==> src/rtl/dma4_pkg.sv <==
package dma4_pkg;
  typedef enum logic [1:0] {
    XK_P2M = 2'd0,
    XK_M2P = 2'd1,
    XK_M2M = 2'd2,
    XK_BAD = 2'd3
  } xkind_t;

  typedef enum logic [1:0] {
    ST_ARB = 2'd0,
    ST_RD  = 2'd1,
    ST_WR  = 2'd2
  } seq_t;
endpackage

==> src/rtl/dma_chan_ctx.sv <==
module dma_chan_ctx #(
  parameter int AW = 16,
  parameter int CW = 16
) (
  input  logic          clk,
  input  logic          rst,
  input  logic          start,
  input  logic [1:0]    cfg_kind,
  input  logic [AW-1:0] cfg_src,
  input  logic [AW-1:0] cfg_dst,
  input  logic [CW-1:0] cfg_count,
  input  logic          step,
  output logic [AW-1:0] src_addr,
  output logic [AW-1:0] dst_addr,
  output logic [1:0]    kind,
  output logic          busy,
  output logic          done
);
  import dma4_pkg::*;

  logic [CW:0] rem;
  logic        accept;

  assign accept = start && !busy && (cfg_kind != XK_BAD);

  always_ff @(posedge clk) begin
    if (rst) begin
      busy     <= 1'b0;
      done     <= 1'b0;
      rem      <= '0;
      src_addr <= '0;
      dst_addr <= '0;
      kind     <= XK_P2M;
    end else if (accept) begin
      busy     <= 1'b1;
      done     <= 1'b0;
      src_addr <= cfg_src;
      dst_addr <= cfg_dst;
      kind     <= cfg_kind;
      rem      <= (cfg_count == '0) ? {1'b1, {CW{1'b0}}} : {1'b0, cfg_count};
    end else if (step) begin
      if (kind != XK_P2M) src_addr <= src_addr + 1'b1;
      if (kind != XK_M2P) dst_addr <= dst_addr + 1'b1;
      rem <= rem - 1'b1;
      if (rem == {{CW{1'b0}}, 1'b1}) begin
        busy <= 1'b0;
        done <= 1'b1;
      end
    end
  end

  assert_step_busy_R10: assert property (@(posedge clk) disable iff (rst)
    step |-> busy);
  assert_flags_excl_R10: assert property (@(posedge clk) disable iff (rst)
    !(busy && done));
  assert_start_R2: assert property (@(posedge clk) disable iff (rst)
    accept |=> busy && !done);
  assert_count_live_R6: assert property (@(posedge clk) disable iff (rst)
    busy |-> rem != '0);
  assert_ignore_R11: assert property (@(posedge clk) disable iff (rst)
    (start && busy && !step) |=> $stable(src_addr) && $stable(dst_addr) && $stable(rem));
endmodule

==> src/rtl/dma_rr_arb.sv <==
module dma_rr_arb #(
  parameter int N = 4,
  localparam int IW = $clog2(N)
) (
  input  logic          clk,
  input  logic          rst,
  input  logic [N-1:0]  req,
  input  logic          take,
  output logic [N-1:0]  grant,
  output logic [IW-1:0] gidx
);
  logic [IW-1:0] ptr;
  logic          found;

  always_comb begin
    grant = '0;
    gidx  = '0;
    found = 1'b0;
    for (int k = 0; k < N; k++) begin
      if (!found && req[IW'((int'(ptr) + k) % N)]) begin
        found = 1'b1;
        grant[IW'((int'(ptr) + k) % N)] = 1'b1;
        gidx  = IW'((int'(ptr) + k) % N);
      end
    end
  end

  always_ff @(posedge clk) begin
    if (rst) ptr <= '0;
    else if (take) ptr <= (int'(gidx) == N - 1) ? '0 : gidx + 1'b1;
  end

  assert_grant_onehot_R9: assert property (@(posedge clk) disable iff (rst)
    $onehot0(grant));
  assert_grant_req_R9: assert property (@(posedge clk) disable iff (rst)
    (grant & ~req) == '0);
  assert_grant_live_R9: assert property (@(posedge clk) disable iff (rst)
    (req != '0) |-> (grant != '0));
endmodule

==> src/rtl/dma4_engine.sv <==
module dma4_engine #(
  parameter int AW    = 16,
  parameter int DW    = 32,
  parameter int CW    = 16,
  parameter int NCH   = 4,
  parameter int NPORT = 4,
  localparam int CHW  = $clog2(NCH),
  localparam int PW   = $clog2(NPORT)
) (
  input  logic                clk,
  input  logic                rst,
  input  logic                cfg_start,
  input  logic [CHW-1:0]      cfg_chan,
  input  logic [1:0]          cfg_kind,
  input  logic [AW-1:0]       cfg_src,
  input  logic [AW-1:0]       cfg_dst,
  input  logic [CW-1:0]       cfg_count,
  output logic [NCH-1:0]      ch_busy,
  output logic [NCH-1:0]      ch_done,
  output logic                mem_req,
  output logic                mem_we,
  output logic [AW-1:0]       mem_addr,
  output logic [DW-1:0]       mem_wdata,
  input  logic [DW-1:0]       mem_rdata,
  input  logic [NPORT*DW-1:0] rx_data,
  input  logic [NPORT-1:0]    rx_empty,
  output logic [NPORT-1:0]    rx_pop,
  output logic [DW-1:0]       tx_data,
  input  logic [NPORT-1:0]    tx_full,
  output logic [NPORT-1:0]    tx_push
);
  import dma4_pkg::*;

  logic [AW-1:0]  src_a [NCH];
  logic [AW-1:0]  dst_a [NCH];
  logic [1:0]     kind_a [NCH];
  logic [NCH-1:0] step_v;
  logic [NCH-1:0] ready;
  logic [NCH-1:0] grant;
  logic [CHW-1:0] gidx;
  logic           take;

  seq_t           st;
  logic [CHW-1:0] cur;
  logic [DW-1:0]  hold;

  for (genvar i = 0; i < NCH; i++) begin : g_ch
    dma_chan_ctx #(.AW(AW), .CW(CW)) u_ctx (
      .clk       (clk),
      .rst       (rst),
      .start     (cfg_start && (cfg_chan == CHW'(i))),
      .cfg_kind  (cfg_kind),
      .cfg_src   (cfg_src),
      .cfg_dst   (cfg_dst),
      .cfg_count (cfg_count),
      .step      (step_v[i]),
      .src_addr  (src_a[i]),
      .dst_addr  (dst_a[i]),
      .kind      (kind_a[i]),
      .busy      (ch_busy[i]),
      .done      (ch_done[i])
    );
  end

  always_comb begin
    for (int i = 0; i < NCH; i++) begin
      ready[i] = ch_busy[i]
               && !((kind_a[i] == XK_P2M) && rx_empty[src_a[i][PW-1:0]])
               && !((kind_a[i] == XK_M2P) && tx_full[dst_a[i][PW-1:0]]);
    end
  end

  assign take = (st == ST_ARB) && (ready != '0);

  dma_rr_arb #(.N(NCH)) u_arb (
    .clk   (clk),
    .rst   (rst),
    .req   (ready),
    .take  (take),
    .grant (grant),
    .gidx  (gidx)
  );

  logic [AW-1:0] src_c, dst_c;
  logic [1:0]    kind_c;
  logic [PW-1:0] sp_c, dp_c;
  logic [DW-1:0] wr_val;

  assign src_c  = src_a[cur];
  assign dst_c  = dst_a[cur];
  assign kind_c = kind_a[cur];
  assign sp_c   = src_c[PW-1:0];
  assign dp_c   = dst_c[PW-1:0];
  assign wr_val = (kind_c == XK_P2M) ? hold : mem_rdata;

  always_ff @(posedge clk) begin
    if (rst) begin
      st   <= ST_ARB;
      cur  <= '0;
      hold <= '0;
    end else begin
      case (st)
        ST_ARB: if (take) begin
          cur <= gidx;
          st  <= ST_RD;
        end
        ST_RD: begin
          if (kind_c == XK_P2M) hold <= rx_data[sp_c*DW +: DW];
          st <= ST_WR;
        end
        default: st <= ST_ARB;
      endcase
    end
  end

  always_comb begin
    mem_req   = 1'b0;
    mem_we    = 1'b0;
    mem_addr  = '0;
    mem_wdata = '0;
    rx_pop    = '0;
    tx_push   = '0;
    tx_data   = '0;
    step_v    = '0;
    case (st)
      ST_RD: begin
        if (kind_c == XK_P2M) rx_pop[sp_c] = 1'b1;
        else begin
          mem_req  = 1'b1;
          mem_addr = src_c;
        end
      end
      ST_WR: begin
        step_v[cur] = 1'b1;
        if (kind_c == XK_M2P) begin
          tx_push[dp_c] = 1'b1;
          tx_data       = wr_val;
        end else begin
          mem_req   = 1'b1;
          mem_we    = 1'b1;
          mem_addr  = dst_c;
          mem_wdata = wr_val;
        end
      end
      default: ;
    endcase
  end

  assert_pop_nonempty_R7: assert property (@(posedge clk) disable iff (rst)
    (rx_pop & rx_empty) == '0);
  assert_push_room_R8: assert property (@(posedge clk) disable iff (rst)
    (tx_push & tx_full) == '0);
  assert_one_port_R3: assert property (@(posedge clk) disable iff (rst)
    $onehot0(rx_pop) && $onehot0(tx_push));
  assert_write_after_read_R5: assert property (@(posedge clk) disable iff (rst)
    (mem_req && mem_we) |-> $past(st) == ST_RD);
  assert_no_overlap_R4: assert property (@(posedge clk) disable iff (rst)
    !(mem_req && (tx_push != '0 || rx_pop != '0)) || (mem_we == 1'b0 && tx_push == '0) || (rx_pop == '0));
endmodule

==> config.mk <==
export PLATFORM = sky130hd
export DESIGN_NAME = dma4_engine
export DESIGN_NICKNAME = d
export VERILOG_FILES = /design/src/rtl/dma4_pkg.sv /design/src/rtl/dma_chan_ctx.sv /design/src/rtl/dma_rr_arb.sv /design/src/rtl/dma4_engine.sv
export SDC_FILE = /design/constraint.sdc
export NUM_CORES = 1
export LEC_CHECK = 0
export BUFFER_PORTS_ARGS = -buffer_cell sky130_fd_sc_hd__buf_4
export CORE_MARGIN = 2
export CORE_UTILIZATION = 55
export CTS_CLUSTER_DIAMETER = 80
export DETAILED_ROUTE_END_ITERATION = 6
export MAX_ROUTING_LAYER = met4
export PLACE_DENSITY_LB_ADDON = 0.25
export SETUP_SLACK_MARGIN = 0.2
export SLEW_MARGIN = 20
export SYNTH_ARGS = -nofsm -noshare
export SYNTH_HDL_FRONTEND = slang
export SYNTH_SLANG_ARGS = --single-unit
==> constraint.sdc <==
create_clock -name clk -period 3.5 [get_ports clk]
set_input_delay 0.7 -clock clk [delete_from_list [all_inputs] [get_ports clk]]
set_output_delay 0.7 -clock clk [all_outputs]
set_load 0.005 [all_outputs]
# ---- After elaboration in Yosys (flattened, before gate mapping)
# Index checks and enable logic that the tools add are counted.
dict set report classes {
  n_reduce_logical 101
  muxes 115
  n_addsub 16
  eq_ne 21
  shifts 1
  n_bitwise 1
  order_cmp 19
}
# operator n
set ops {}
lappend ops {{2-to-1 mux 16 bit} 30}
lappend ops {{2-to-1 mux 32 bit} 5}
lappend ops {{2-to-1 mux 17 bit} 9}
lappend ops {{adder 16 x 1 -> 16 bit (second input constant)} 8}
lappend ops {{variable part select 128 x 8 -> 32 bit} 1}
lappend ops {{== test 17 x 1 -> 1 bit (second input constant)} 4}
lappend ops {{subtractor 17 x 1 -> 17 bit (second input constant)} 4}
lappend ops {{binary-select mux 16 bit (select 2 bit)} 2}
lappend ops {{nonzero test 2 bit} 20}
lappend ops {{2-to-1 mux 1 bit} 37}
lappend ops {{AND reduction 2 bit} 18}
lappend ops {{logical AND 1 bit} 35}
lappend ops {{less-than comparator 2 x 3 -> 1 bit (second input constant)} 11}
lappend ops {{case mux 16 bit (2 select lines)} 1}
lappend ops {{binary-select mux 1 bit (select 2 bit)} 12}
lappend ops {{2-to-1 mux 4 bit} 5}
lappend ops {{== test 2 x 1 -> 1 bit (second input constant)} 8}
lappend ops {{logical NOT 16 bit} 1}
lappend ops {{less-than comparator 2 x 4 -> 1 bit (second input constant)} 4}
lappend ops {{2-to-1 mux 2 bit} 8}
lappend ops {{logical NOT 1 bit} 15}
lappend ops {{logical NOT 2 bit} 7}
lappend ops {{!= test 2 x 1 -> 1 bit (second input constant)} 4}
lappend ops {{OR reduction 2 bit} 4}
lappend ops {{12 further kinds} 21}
dict set report word_totals {
  output_inout_bits 98
  register_bits 250
}

# ---- Logic depth before layout (Yosys ltp)
dict set report depth {
  word_depth 21
  ltp_mapped 11
  mapped_depth_nobuf 9
}

# ---- By module
# A second synthesis with hierarchy kept.
dict set report unflattened {
  hier_cells 1909
  area_unflattened_um2 16203.0
}
# mod cells_per_inst instances area_each_um2
set modules_own_cells {}
lappend modules_own_cells {{dma_chan_ctx (g_ch[0].u_ctx ...)} 328 2 2786.4}
lappend modules_own_cells {dma4_engine 487 1 4319.1}
lappend modules_own_cells {{dma_chan_ctx (g_ch[3].u_ctx)} 352 1 2906.5}
lappend modules_own_cells {{dma_chan_ctx (g_ch[2].u_ctx)} 325 1 2728.9}
lappend modules_own_cells {dma_rr_arb 89 1 675.6}

# ---- Worst setup path before layout
# Ideal clock, no wire load.
dict set report synth_timing {
  path_kind {register to output}
  start {register cur[1]}
  end {output mem_addr[10]}
  path_stages_with_launch 9
  required_time_ns 2.800
  path_slack_ns 0.759
  path_buffers 3
  arrival_time_ns 2.041
  path_cell_list {dfxtp_1 > mux4_2 > or2_1 > clkbuf_1 > and2_1 > clkbuf_1 > buf_2 > a22oi_1 > nor2b_1}
}
dict set report synth_between {
  elab_chain_cells 7
  elab_cells_between_ends 15
  cone_classes {1 x eq/ne; 12 x mux; 1 x bitwise; 1 x reduce/logical}
}
# item line
set synth_lines {}
lappend synth_lines {{start: declaration} dma4_engine.sv:44} ;# logic [CHW-1:0] cur;
lappend synth_lines {{start signal: assignment} dma4_engine.sv:104} ;# cur <= gidx;
lappend synth_lines {{inverter 2 -> 3 bit (implied by the code) (*)} {dma4_engine.sv:89, dma4_engine.sv:90, dma4_engine.sv:91}}
lappend synth_lines {{binary-select mux 2 bit (select 2 bit)} dma4_engine.sv:91} ;# assign kind_c = kind_a[cur];
lappend synth_lines {{2-to-1 mux 2 bit (implied by the code) (2 in series)} dma4_engine.sv:91}
lappend synth_lines {{== test 2 x 1 -> 1 bit or logical NOT 2 bit (tied branches)} {dma4_engine.sv:135, dma4_engine.sv:127}}
lappend synth_lines {{2-to-1 mux 16 bit (on tied branches)} {dma4_engine.sv:135, dma4_engine.sv:127}}
lappend synth_lines {{case mux 16 bit (2 select lines) (*)} dma4_engine.sv:125} ;# case (st)
lappend synth_lines {{end: declaration} dma4_engine.sv:22} ;# output logic [AW-1:0] mem_addr,
# Every way passes the cells marked *; elsewhere a longest branch is shown, timed or not. The select of a mux whose other input is x is not followed.

# ---- Worst setup path after layout
dict set report layout_timing {
  start {register cur[1]}
  end {output mem_wdata[27]}
}
dict set report layout_between {
  elab_chain_cells 8
  elab_cells_between_ends 9
  cone_classes {1 x eq/ne; 6 x mux; 1 x bitwise; 1 x reduce/logical}
}
# item line
set layout_lines {}
lappend layout_lines {{inverter 2 -> 3 bit (implied by the code) (*)} dma4_engine.sv:91}
lappend layout_lines {{binary-select mux 2 bit (select 2 bit) (*)} dma4_engine.sv:91}
lappend layout_lines {{2-to-1 mux 2 bit (implied by the code) (*) (2 in series)} dma4_engine.sv:91}
lappend layout_lines {{logical NOT 2 bit} dma4_engine.sv:94} ;# assign wr_val = (kind_c == XK_P2M) ? hold : mem_rdata;
lappend layout_lines {{2-to-1 mux 32 bit} dma4_engine.sv:94}
lappend layout_lines {{2-to-1 mux 32 bit (*)} dma4_engine.sv:135} ;# if (kind_c == XK_M2P) begin
lappend layout_lines {{2-to-1 mux 32 bit (*)} dma4_engine.sv:125}
lappend layout_lines {{end: declaration} dma4_engine.sv:23} ;# output logic [DW-1:0] mem_wdata,
# Marked as above.

==> results.env <==
NFILLCELLS=2209
MAPPED_NETS=2056
DP.FINAL_HPWL_UM=36000
RSZ_0062_RAISED_AFTER_GLOBAL_ROUTING='false'
SYNTH-XOR-AREA-SHARE=0.08993
COUNT_OF_MAXIMUM_CAPACITANCE_VIOLATIONS=0
FINALWORSTPATHREQUIREDPERIOD_PS=3222
WORST_EP_REQUIRED_TIME_PS=2800
CTS_ROOT_BUFFER='clkbuf_16'
FIN_SKEW_PS=15.27
SWITCHINGPOWER_mW=1.973
CTS-BUFFERS-INSERTED=27
PWR-SHARE-COMB=0.156
SYNTH_FLOP_CELL='dfxtp_1'
SYN_AREA_UM2=15290
DRT_FIRST_PASS_ITERS=5
SYNTH.AREA.MUX_SHARE=0.1130
WORST_SKEW_PAIR.LATE_LATENCY_PS=550
SETUP_VIOLATIONS=0
H-TREE-DEPTH=1
WIRELENGTH_UM=50370
FINISH.CELL_COUNT_WITHOUT_FILLERS=2454
VIAS=15138
INITIAL_ANTENNA_VIOLATION_COUNT=2
CRIT_PATH_FREQUENT_CELL='buf_4'
PATH_CELLS='mux4_2 > nor2_2 > buf_4 > nand2_1 > a21oi_1 > buf_4'
MAX_CLOCK_FREQ_GHz=0.3104
CRITICAL_PATH_CLASS='reg2out'
DRV_SLEW=0
CTS.HOLD.BUFFERS_ADDED=0
FIN_WORST_HOLD_SLACK_PS=441.9
SYNTH_TOP_FAMILY_BY_AREA='simple AND/OR/NAND/NOR gates'
RUN_STATUS='finished, final reports clean'
CRITICAL_PATH.MAX_FANOUT=15
DRT.ANTENNA.VIOLATING_NETS=0
SYN-INSTANCE-COUNT=1813
CTS_TREE='yes'
WORST_IR_DROP_VDD_V=0.0003791
YOSYS_WARNINGS=0
SYNTH-COMPOUND-AREA-SHARE=0.1549
WIRE_PER_INST_UM=20.53
DIE-HEIGHT_UM=170.7
CRITICAL_PATH.STARTPOINT_TYPE='flop'
NUM_ROWS=61
YOSYS-TOP-CELLS-AREA='dfxtp_1 33%, mux4_2 9.9%, a211oi_1 7.9%'
SYNTHDISTINCTLIBCELLS=61
FINAL_HOLD_VIOL_COUNT=0
DRC_ERRORS=0
FIRST_GLOBAL_VIAS=13837
DIE-AREA_UM2=29150
CLOCKBUFFERDEPTH=3
RELSLEWSLACK=0.3075
P_LEAK_nW=7.046
CLKSINKCOUNT=250
POST-PLACE-CELLS=2399
TIMING_WORST_SLEW_PIN_VALUE_PS=1039
CORE_UM2=27550
ENDPOINT_KIND='output pin'
INITIAL_UTILIZATION=0.5550
CRITICAL_PATH.N_BUFFERS_INVERTERS=2
SEQ_AREA_FRAC_SYNTH=0.3273
PLACE.PORT_BUFFERS=320
GRT.TOTAL_USAGE=0.3378
YOSYS.AREA_SHARE.SIMPLE=0.2527
MIN_PATH_TYPE='in2reg'
FINAL_WEIGHTED_CONGESTION_OF_ROUTABILITY_DRIVEN_GLOBAL_PLACEMENT=0.9189
DIE-WIDTH_UM=170.7
GRT_MAX_DEGREE=120
TNS_PS=0
VIA_PER_INSTANCE_RATIO=6.169
CP_TOP_FAMILY='multiplexers'
POST-SYNTH-TOP-AREA-FRACTION=0.3273
YOSYS.AREA_SHARE.ADDER=0.01637
WIRE_LENGTH_OF_THE_FIRST_GLOBAL_ROUTING_PASS_UM=75870
SHARE_OF_LAYOUT_CELLS_ABOVE_DRIVE_STRENGTH_1=0.2435
POST-LAYOUT-TOTAL-POWER_mW=7.191
CRITICAL_PATH.MAX_STAGE_DELAY_PS=590
AREA_DELTA_SYNTH_FINAL_PCT=23.43
MOSTFREQUENTLAYOUTCELL='buf_4'
SYNTH_LARGEST_AREA_CELL='dfxtp_1'
TIMING.CRITICAL_PATH.SLOWEST_STAGE_CELL='mux4_2'
WORST_SETUP_HOLD_PATH_CLK_SLEW_PS=60
SYNTH_ENABLE_FLOP_CELLS=0
CELLINTERNALPOWER_mW=5.219
SYN_AVG_CELL_AREA_UM2=8.434
FIN_NETS=2298
SYNTH_SEQ_CELLS=250
FINAL_CELL_MIX='343 x buf_4, 248 x dfxtp_1, 245 x nor2_1'
ASYNCSETRESETFLOPFRACSYNTH=0
CLOCK_POWER_SHARE=0.405
SW_FRAC_OF_TOTAL=0.2743
PWR-SHARE-SEQ=0.440
DETAIL_ROUTE.ITER0.VIOLATIONS=1446
CP_DATA_ARRIVAL_TIME_PS=2520
PERIOD_SHARE=0.9205
POWER_DENSITY_nW_PER_UM2=381.0
GLOBALROUTE.TOTALOVERFLOW=0
FLOORPLAN.IO_PINS=321
[power by group through the flow]
stage / clock network (mW) / registers, mW / logic (mW)
5_1_grt: 3.06 / 3.18 / 1.20
4_1_cts: 2.93 / 3.16 / 1.10
2_1_floorplan: 0 / 3.17 / 0.654
3_3_place_gp: 0 / 3.21 / 1.07
3_5_place_dp: 0 / 3.22 / 1.09
6_report: 2.91 / 3.16 / 1.12
[worst min-delay path, stage by stage]
cell	delay (ps)
buf_4	140
nand2_1	60
a21oi_1	50
[synth_stat cells (all sizes together) (37+ instances only)]
master	count
dfxtp	250
nor2	247
nand2	230
a211oi	161
clkbuf	99
a21oi	82
xor2	82
xnor2	75
mux4	67
and3	55
nand3	41
buf	40
nor3	40
or3	37
[final timing paths]
kind                                             end  cells after the start                   from  slack, ps
max                                    mem_wdata[27]                      6    cur[1]$_SDFFE_PP0P_        280
min                g_ch[1].u_ctx.rem[1]$_SDFFE_PP0P_                      3           cfg_count[1]        440
max reg2reg  g_ch[3].u_ctx.src_addr[15]$_SDFFE_PP0P_                      8     st[0]$_SDFFE_PP0P_        670
min reg2reg                    hold[19]$_SDFFE_PP0P_                      2  hold[19]$_SDFFE_PP0P_        450
[layout make-up]
| class | count | area, um^2 | share of cell area |
|---|---|---|---|
| multi-input combinational | 1398 | 9614 | 0.5094 |
| clock inverter | 14 | 145.1 | 0.007690 |
| sequential | 250 | 5010 | 0.2654 |
| tap | 378 | 473.0 | 0.02506 |
| timing repair buffer | 352 | 2766 | 0.1466 |
| antenna | 2 | 5.005 | 0.0002652 |
| inverter | 26 | 97.59 | 0.005171 |
| clock buffer | 34 | 762.0 | 0.04037 |
[routing by layer]
layer	track usage	vias to the layer above	wire (um)
li1	-	7066	-
met2	0.5321	708	23520
met4	0.08807	0	1287
met5	-	-	0
met1	0.4509	7279	21090
met3	0.05945	85	4477
[timing repair]
item / CTS / global route
setup endpoints to repair: 17 / 18
buffers inserted: 0 / 2
pin swaps: 0 / 0
gates cloned: 1 / 0
resized for setup: 3 / 2
[cell families (layout without fill, tap and decap cells)]
family                   count (synthesis)  in the layout
AO/OA/AOI/OAI                          341            341
other                                    0              2
flip-flops                             250            250
multiplexers                            88             88
buffers and inverters                  165            426
AND/OR/NAND/NOR                        792            792
XOR/XNOR                               157            157
adder cells (fa/ha/maj)                 20             20
[sequential cells by signal, indices dropped and copies added (netlist names)]
| name | count |
|---|---|
| g_ch.u_ctx.rem | 68 |
| g_ch.u_ctx.dst_addr | 64 |
| g_ch.u_ctx.src_addr | 64 |
| hold | 32 |
| g_ch.u_ctx.kind | 8 |
| g_ch.u_ctx.busy | 4 |
| g_ch.u_ctx.done | 4 |
| cur | 2 |
| st | 2 |
| u_arb.ptr | 2 |
[stage by stage]
| stage | cell area [um^2] | utilization | worst slack [ps] |
|---|---|---|---|
| after detailed placement | 17850 | 0.6479 | 573.2 |
| after global routing | 18870 | 0.6850 | 194.1 |
| after floorplan | 15290 | - | 759.5 |
| final | 18870 | 0.6850 | 278.4 |
| after global placement | 17850 | 0.6479 | 662.9 |
| after CTS | 18800 | 0.6822 | 253.4 |
(Power assumes the default switching activity.)
